## config.mk

```make
export PLATFORM = sky130hd
export DESIGN_NAME = lic_timer
export DESIGN_NICKNAME = d
export VERILOG_FILES = /design/src/rtl/lic_timer_pkg.sv /design/src/rtl/lic_timer_cfg.sv /design/src/rtl/lic_timer_prescale.sv /design/src/rtl/lic_timer_count.sv /design/src/rtl/lic_timer.sv
export SDC_FILE = /design/constraint.sdc
export NUM_CORES = 1
export LEC_CHECK = 0
export ABC_AREA = 1
export BUFFER_PORTS_ARGS = -buffer_cell sky130_fd_sc_hd__buf_2
export CORE_MARGIN = 3
export CORE_UTILIZATION = 30
export CTS_BUF_LIST = sky130_fd_sc_hd__clkbuf_16
export CTS_CLUSTER_SIZE = 20
export DETAILED_ROUTE_END_ITERATION = 8
export PLACE_DENSITY = 0.58
export SKIP_CTS_REPAIR_TIMING = 1
export SYNTH_ARGS = -nofsm -noshare
export SYNTH_HDL_FRONTEND = slang
export SYNTH_SLANG_ARGS = --single-unit
```

## constraint.sdc

```tcl
create_clock -name clk -period 4.61 [get_ports clk]
set_input_delay 0.461 -clock clk [delete_from_list [all_inputs] [get_ports clk]]
set_output_delay 0.461 -clock clk [all_outputs]
set_load 0.1 [all_outputs]
```

## src/rtl/lic_timer_pkg.sv

```systemverilog
package lic_timer_pkg;

    localparam int SHIFT_W = 3;

    typedef enum logic [1:0] {
        TS_IDLE = 2'd0,
        TS_RUN  = 2'd1,
        TS_HALT = 2'd2
    } tmr_state_e;

    typedef enum logic [1:0] {
        SEL_COUNT = 2'd0,
        SEL_DIV   = 2'd1,
        SEL_CTRL  = 2'd2,
        SEL_NONE  = 2'd3
    } cfg_sel_e;

    // {b3,b1,b0}: codes 0..6 give shifts 1..7, code 7 wraps to shift 0
    function automatic logic [SHIFT_W-1:0] div_to_shift(input logic [3:0] d);
        logic [SHIFT_W-1:0] code;
        code = {d[3], d[1:0]};
        return code + SHIFT_W'(1);
    endfunction

endpackage

```

## src/rtl/lic_timer_cfg.sv

```systemverilog
module lic_timer_cfg
    import lic_timer_pkg::*;
#(
    parameter int CNT_W = 32
) (
    input  logic               clk,
    input  logic               rst_n,
    input  logic               we,
    input  logic [1:0]         sel,
    input  logic [CNT_W-1:0]   wdata,
    output logic [CNT_W-1:0]   init_q,
    output logic [SHIFT_W-1:0] shift_q,
    output logic               mask_q,
    output logic               periodic_q,
    output logic               load,
    output logic               restart
);

    cfg_sel_e sel_e;

    always_comb begin
        sel_e   = cfg_sel_e'(sel);
        load    = we && (sel_e == SEL_COUNT);
        restart = load || (we && (sel_e == SEL_DIV));
    end

    always_ff @(posedge clk) begin
        if (!rst_n) begin
            init_q     <= '0;
            shift_q    <= '0;
            mask_q     <= 1'b1;
            periodic_q <= 1'b0;
        end else if (we) begin
            unique case (sel_e)
                SEL_COUNT: init_q  <= wdata;
                SEL_DIV:   shift_q <= div_to_shift(wdata[3:0]);
                SEL_CTRL: begin
                    mask_q     <= wdata[0];
                    periodic_q <= wdata[1];
                end
                SEL_NONE: ;
            endcase
        end
    end

endmodule

```

## src/rtl/lic_timer_prescale.sv

```systemverilog
module lic_timer_prescale
    import lic_timer_pkg::*;
#(
    parameter int PRE_W = (1 << SHIFT_W) - 1
) (
    input  logic               clk,
    input  logic               rst_n,
    input  logic               restart,
    input  logic [SHIFT_W-1:0] shift,
    output logic               tick
);

    logic [PRE_W-1:0] pre_q;
    logic [PRE_W-1:0] lim;

    always_comb begin
        lim  = (PRE_W'(1) << shift) - PRE_W'(1);
        tick = (pre_q == lim);
    end

    always_ff @(posedge clk) begin
        if (!rst_n || restart || tick) begin
            pre_q <= '0;
        end else begin
            pre_q <= pre_q + PRE_W'(1);
        end
    end

endmodule

```

## src/rtl/lic_timer_count.sv

```systemverilog
module lic_timer_count
    import lic_timer_pkg::*;
#(
    parameter int CNT_W = 32
) (
    input  logic             clk,
    input  logic             rst_n,
    input  logic             load,
    input  logic [CNT_W-1:0] load_val,
    input  logic [CNT_W-1:0] init_q,
    input  logic             tick,
    input  logic             periodic,
    input  logic             mask,
    output logic [CNT_W-1:0] count_q,
    output logic             irq_q
);

    tmr_state_e       state_q, state_d;
    logic [CNT_W-1:0] count_d;
    logic             fire_d;

    // next state and next outputs
    always_comb begin
        state_d = state_q;
        count_d = count_q;
        fire_d  = 1'b0;
        if (load) begin
            count_d = load_val;
            state_d = (load_val == '0) ? TS_HALT : TS_RUN;
        end else begin
            unique case (state_q)
                TS_IDLE: ;
                TS_RUN: begin
                    if (tick) begin
                        if (count_q != '0) begin
                            count_d = count_q - CNT_W'(1);
                        end else if (periodic) begin
                            count_d = init_q;
                            fire_d  = !mask;
                        end else begin
                            state_d = TS_HALT;
                            fire_d  = !mask;
                        end
                    end
                end
                TS_HALT: count_d = '0;
                default: state_d = TS_IDLE;
            endcase
        end
    end

    // state register
    always_ff @(posedge clk) begin
        if (!rst_n) state_q <= TS_IDLE;
        else        state_q <= state_d;
    end

    // output registers
    always_ff @(posedge clk) begin
        if (!rst_n) begin
            count_q <= '0;
            irq_q   <= 1'b0;
        end else begin
            count_q <= count_d;
            irq_q   <= fire_d;
        end
    end

endmodule

```

## src/rtl/lic_timer.sv

```systemverilog
module lic_timer
    import lic_timer_pkg::*;
#(
    parameter int CNT_W = 32
) (
    input  logic             clk,
    input  logic             rst_n,
    input  logic             cfg_we,
    input  logic [1:0]       cfg_sel,
    input  logic [CNT_W-1:0] cfg_wdata,
    output logic [CNT_W-1:0] cur_count,
    output logic             irq
);

    logic [CNT_W-1:0]   init_w;
    logic [SHIFT_W-1:0] shift_w;
    logic               mask_w;
    logic               periodic_w;
    logic               load_w;
    logic               restart_w;
    logic               tick_w;

    lic_timer_cfg #(.CNT_W(CNT_W)) u_cfg (
        .clk        (clk),
        .rst_n      (rst_n),
        .we         (cfg_we),
        .sel        (cfg_sel),
        .wdata      (cfg_wdata),
        .init_q     (init_w),
        .shift_q    (shift_w),
        .mask_q     (mask_w),
        .periodic_q (periodic_w),
        .load       (load_w),
        .restart    (restart_w)
    );

    lic_timer_prescale u_pre (
        .clk     (clk),
        .rst_n   (rst_n),
        .restart (restart_w),
        .shift   (shift_w),
        .tick    (tick_w)
    );

    lic_timer_count #(.CNT_W(CNT_W)) u_cnt (
        .clk      (clk),
        .rst_n    (rst_n),
        .load     (load_w),
        .load_val (cfg_wdata),
        .init_q   (init_w),
        .tick     (tick_w),
        .periodic (periodic_w),
        .mask     (mask_w),
        .count_q  (cur_count),
        .irq_q    (irq)
    );

endmodule

```

==> results.yml <==
status:
  outcome: "finished, final reports clean"
sta:
  period_needed_ps: 2551
  finalWorstSetupSlack_ps: 2059
  clock.fmax_mhz: 392.0
  tightest_slew_ps: 653.3
  post-route-period-util: 0.5534
  fin_skew_ps: 8.591
  fin_tns_setup_ps: 0
  slew_headroom: 0.5628
  grt_setup_unrepaired: "false"
  setup_viol: 0
  hold_violations: 0
  maxSlewViolCount: 0
critical_path:
  rr_worst_depth: 11
  r2r_start: "u_cnt.count_q[0]"
  worst-path-max-fanout: 64
  worst_path_max_delay_cell: "nor2_8"
  worst-path-buf-inv: 2
  end_kind: "register"
  rr_endpoint: "u_cnt.count_q[3]"
  critPathLaunchType: "register"
  critPathTopFamily: "simple AND/OR/NAND/NOR gates"
  cp.arrival_ps: 2790
  slowest_delay_ps: 500
  path_class: "register to register"
  r2r_slack_ps: 2060
  critPathRequiredTime_ps: 4850
  worstPathCellList: "inv_1 > ha_1 > inv_1 > nor3_1 > nand3_2 > nor2_8 > a21oi_4 > nand2_8 > nand2_1 > nand2_1 > nor2_1"
die:
  core_area_mm2: 0.01664
  dieArea_mm2: 0.01871
  die_w_um: 136.8
  start_util: 0.3083
  rows: 47
  die_height_um: 136.8
  io_pins: 70
detailed_routing:
  drtIter0Drc: 381
  drtPass1Iterations: 4
  avgRoutedWirePerCell_um: 13.49
  drtAntennaViolNets: 0
  avgViaCountPerCell: 4.621
  wirelength_mm: 15.05
  drc: 0
  num_vias: 5157
placement:
  place.gp.congestion: 0.9285
  place_hpwl_mm: 11.11
  pre_cts_ws_ps: 1901
  io_buffers: 69
pwr:
  intPower_mw: 1.405
  p_leak_nw: 2.887
  switchingPower_mw: 1.094
  power.share.clock: 0.284
  switching_share: 0.4377
  power.density_mw_per_mm2: 428.2
  ir_drop_mv: 0.1865
  p_comb_frac: 0.395
  seqPwrFrac: 0.321
worst_hold_path:
  min_path_type: "primary input to register"
  whs_endpoint: "u_cfg.init_q[8]"
  hold_path.startpoint: "cfg_wdata[8]"
  hold_depth: 3
synth:
  syn_avg_cell_area_um2: 6.145
  synth_edf_count: 0
  syn_area_mm2: 0.005131
  syn_nets: 878
  ys_seq_area_frac: 0.3082
  synth_top_cell_by_area: "dfxtp_1"
  ys_top_cells_by_area: "dfxtp_1 31%, nand2_1 16%, nor2_1 12%"
  ys_types: 37
  synth-main-ff-cell: "dfxtp_1"
  async_flop_share: 0
  synth-seq-cells: 79
  synth.top_cell.area_share: 0.3082
  synth.most_common_cell: "nand2_1"
  yosys_warnings: 0
  syn_inst: 835
  netlist_top_cells_count: "224 x nand2_1, 159 x nor2_1, 102 x inv_1"
clock_tree:
  numCtsBuffers: 9
  cts_buffer_depth: 2
  path_clk_slew_ps: 60
  cts.sinks: 79
  clk-insertion-delay-late_ps: 350
  root_buffer: "clkbuf_16"
  htreeDepth: 3
  cts_tree: "done"
global_routing:
  grt_max_degree: 65
  antenna_found_initial: 0
  globalRoute.totalOverflow: 0
  grtUsageTotal: 0.1669
  grt_pass1_wl_mm: 24.72
  grt_pass1_vias: 4797
finish:
  diodes: 0
  syn_to_final_growth_pct: 13.73
  drive_above_1_share: 0.1574
  nNetsFinal: 934
run:
  drv_cap: 0
[flip-flops by register name, indices dropped and copies added, names as in the netlist]
| signal | flops |
|---|---|
| u_cnt.irq_q | 1 |
| u_cfg.periodic_q | 1 |
| u_cnt.state_q | 2 |
| u_cnt.count_q | 32 |
| u_pre.pre_q | 7 |
| u_cfg.shift_q | 3 |
| u_cfg.init_q | 32 |
| u_cfg.mask_q | 1 |
[cell families (layout without fill, tap and decap cells)]
family          count (synthesis)  count (layout)  share of synthesized area
buf+inv                       135             196                     0.1246
flops                          79              79                     0.3082
simple gates                  507             507                     0.4245
compound gates                 94              94                     0.1041
xor+xnor                       14              14                    0.02390
fa+ha+maj                       6               6                    0.01463
[worst max-delay path by stage]
stage                                start  slack [ps]                to  cells after the start
after floorplan           u_cnt.count_q[0]        2200  u_cnt.count_q[0]                     11
after global placement          cfg_sel[1]        1890  u_cnt.count_q[8]                     12
after global routing      u_cnt.count_q[0]        1850  u_cnt.count_q[1]                     11
final                     u_cnt.count_q[0]        2060  u_cnt.count_q[3]                     11
after detailed placement        cfg_sel[1]        1900  u_cnt.count_q[8]                     12
after CTS                 u_cnt.count_q[0]        2070  u_cnt.count_q[3]                     11
[power groups by stage]
stage	clock, mW	sequential, mW	combinational (mW)
after floorplan	0	1.05	0.558
after global placement	0	0.818	0.979
after detailed placement	0	0.817	0.983
after CTS	0.727	0.802	0.987
after global routing	0.757	0.810	1.10
final	0.710	0.802	0.986
[cell type report]
class	instances	area (um^2)
clock buffers	9	225.2
clock inverters	7	63.81
fillers	1891	10810
inverters	107	404.1
multi-input cells	621	2910
flip-flops and latches	79	1582
well taps	220	275.3
repair buffers	73	375.4
[per-layer routing]
layer,track usage,vias to the layer above,wire length [um]
met1,0.2236,2298,7338
met5,0,-,0
met2,0.2675,120,6684
met4,0.04379,0,199
met3,0.04301,19,831
li1,-,2720,-
[metrics by stage]
stage          hold WS, ps    util  power, mW  std cells  cell area [um^2]
3_3_place_gp         452.9  0.3333      1.797       1100              5547
4_1_cts              353.3  0.3507      2.516       1116              5836
2_1_floorplan        436.4       -      1.612        835              5131
5_1_grt              379.8  0.3507      2.666       1116              5836
3_5_place_dp         457.2  0.3333      1.800       1100              5547
6_report             352.3  0.3507      2.499       1116              5836
[tightest hold or removal path, cell delays in order]
cell and delay [ps]:
buf_2 90, nand3_1 60, o21ai_0 60
[placed cells by master, fill, tap and decap left out, types with 8 or more instances in the layout]
cell type and n:
nor2_2 8, nand2_1 224, a21oi_1 27, dfxtp_1 79, xor2_1 12, buf_2 69, inv_1 102, nor2_1 159
o21ai_0 32, nand2_2 32, nand3_1 64, o22ai_1 23, clkbuf_16 9
No activity file was read; power rests on OpenSTA's default activity.
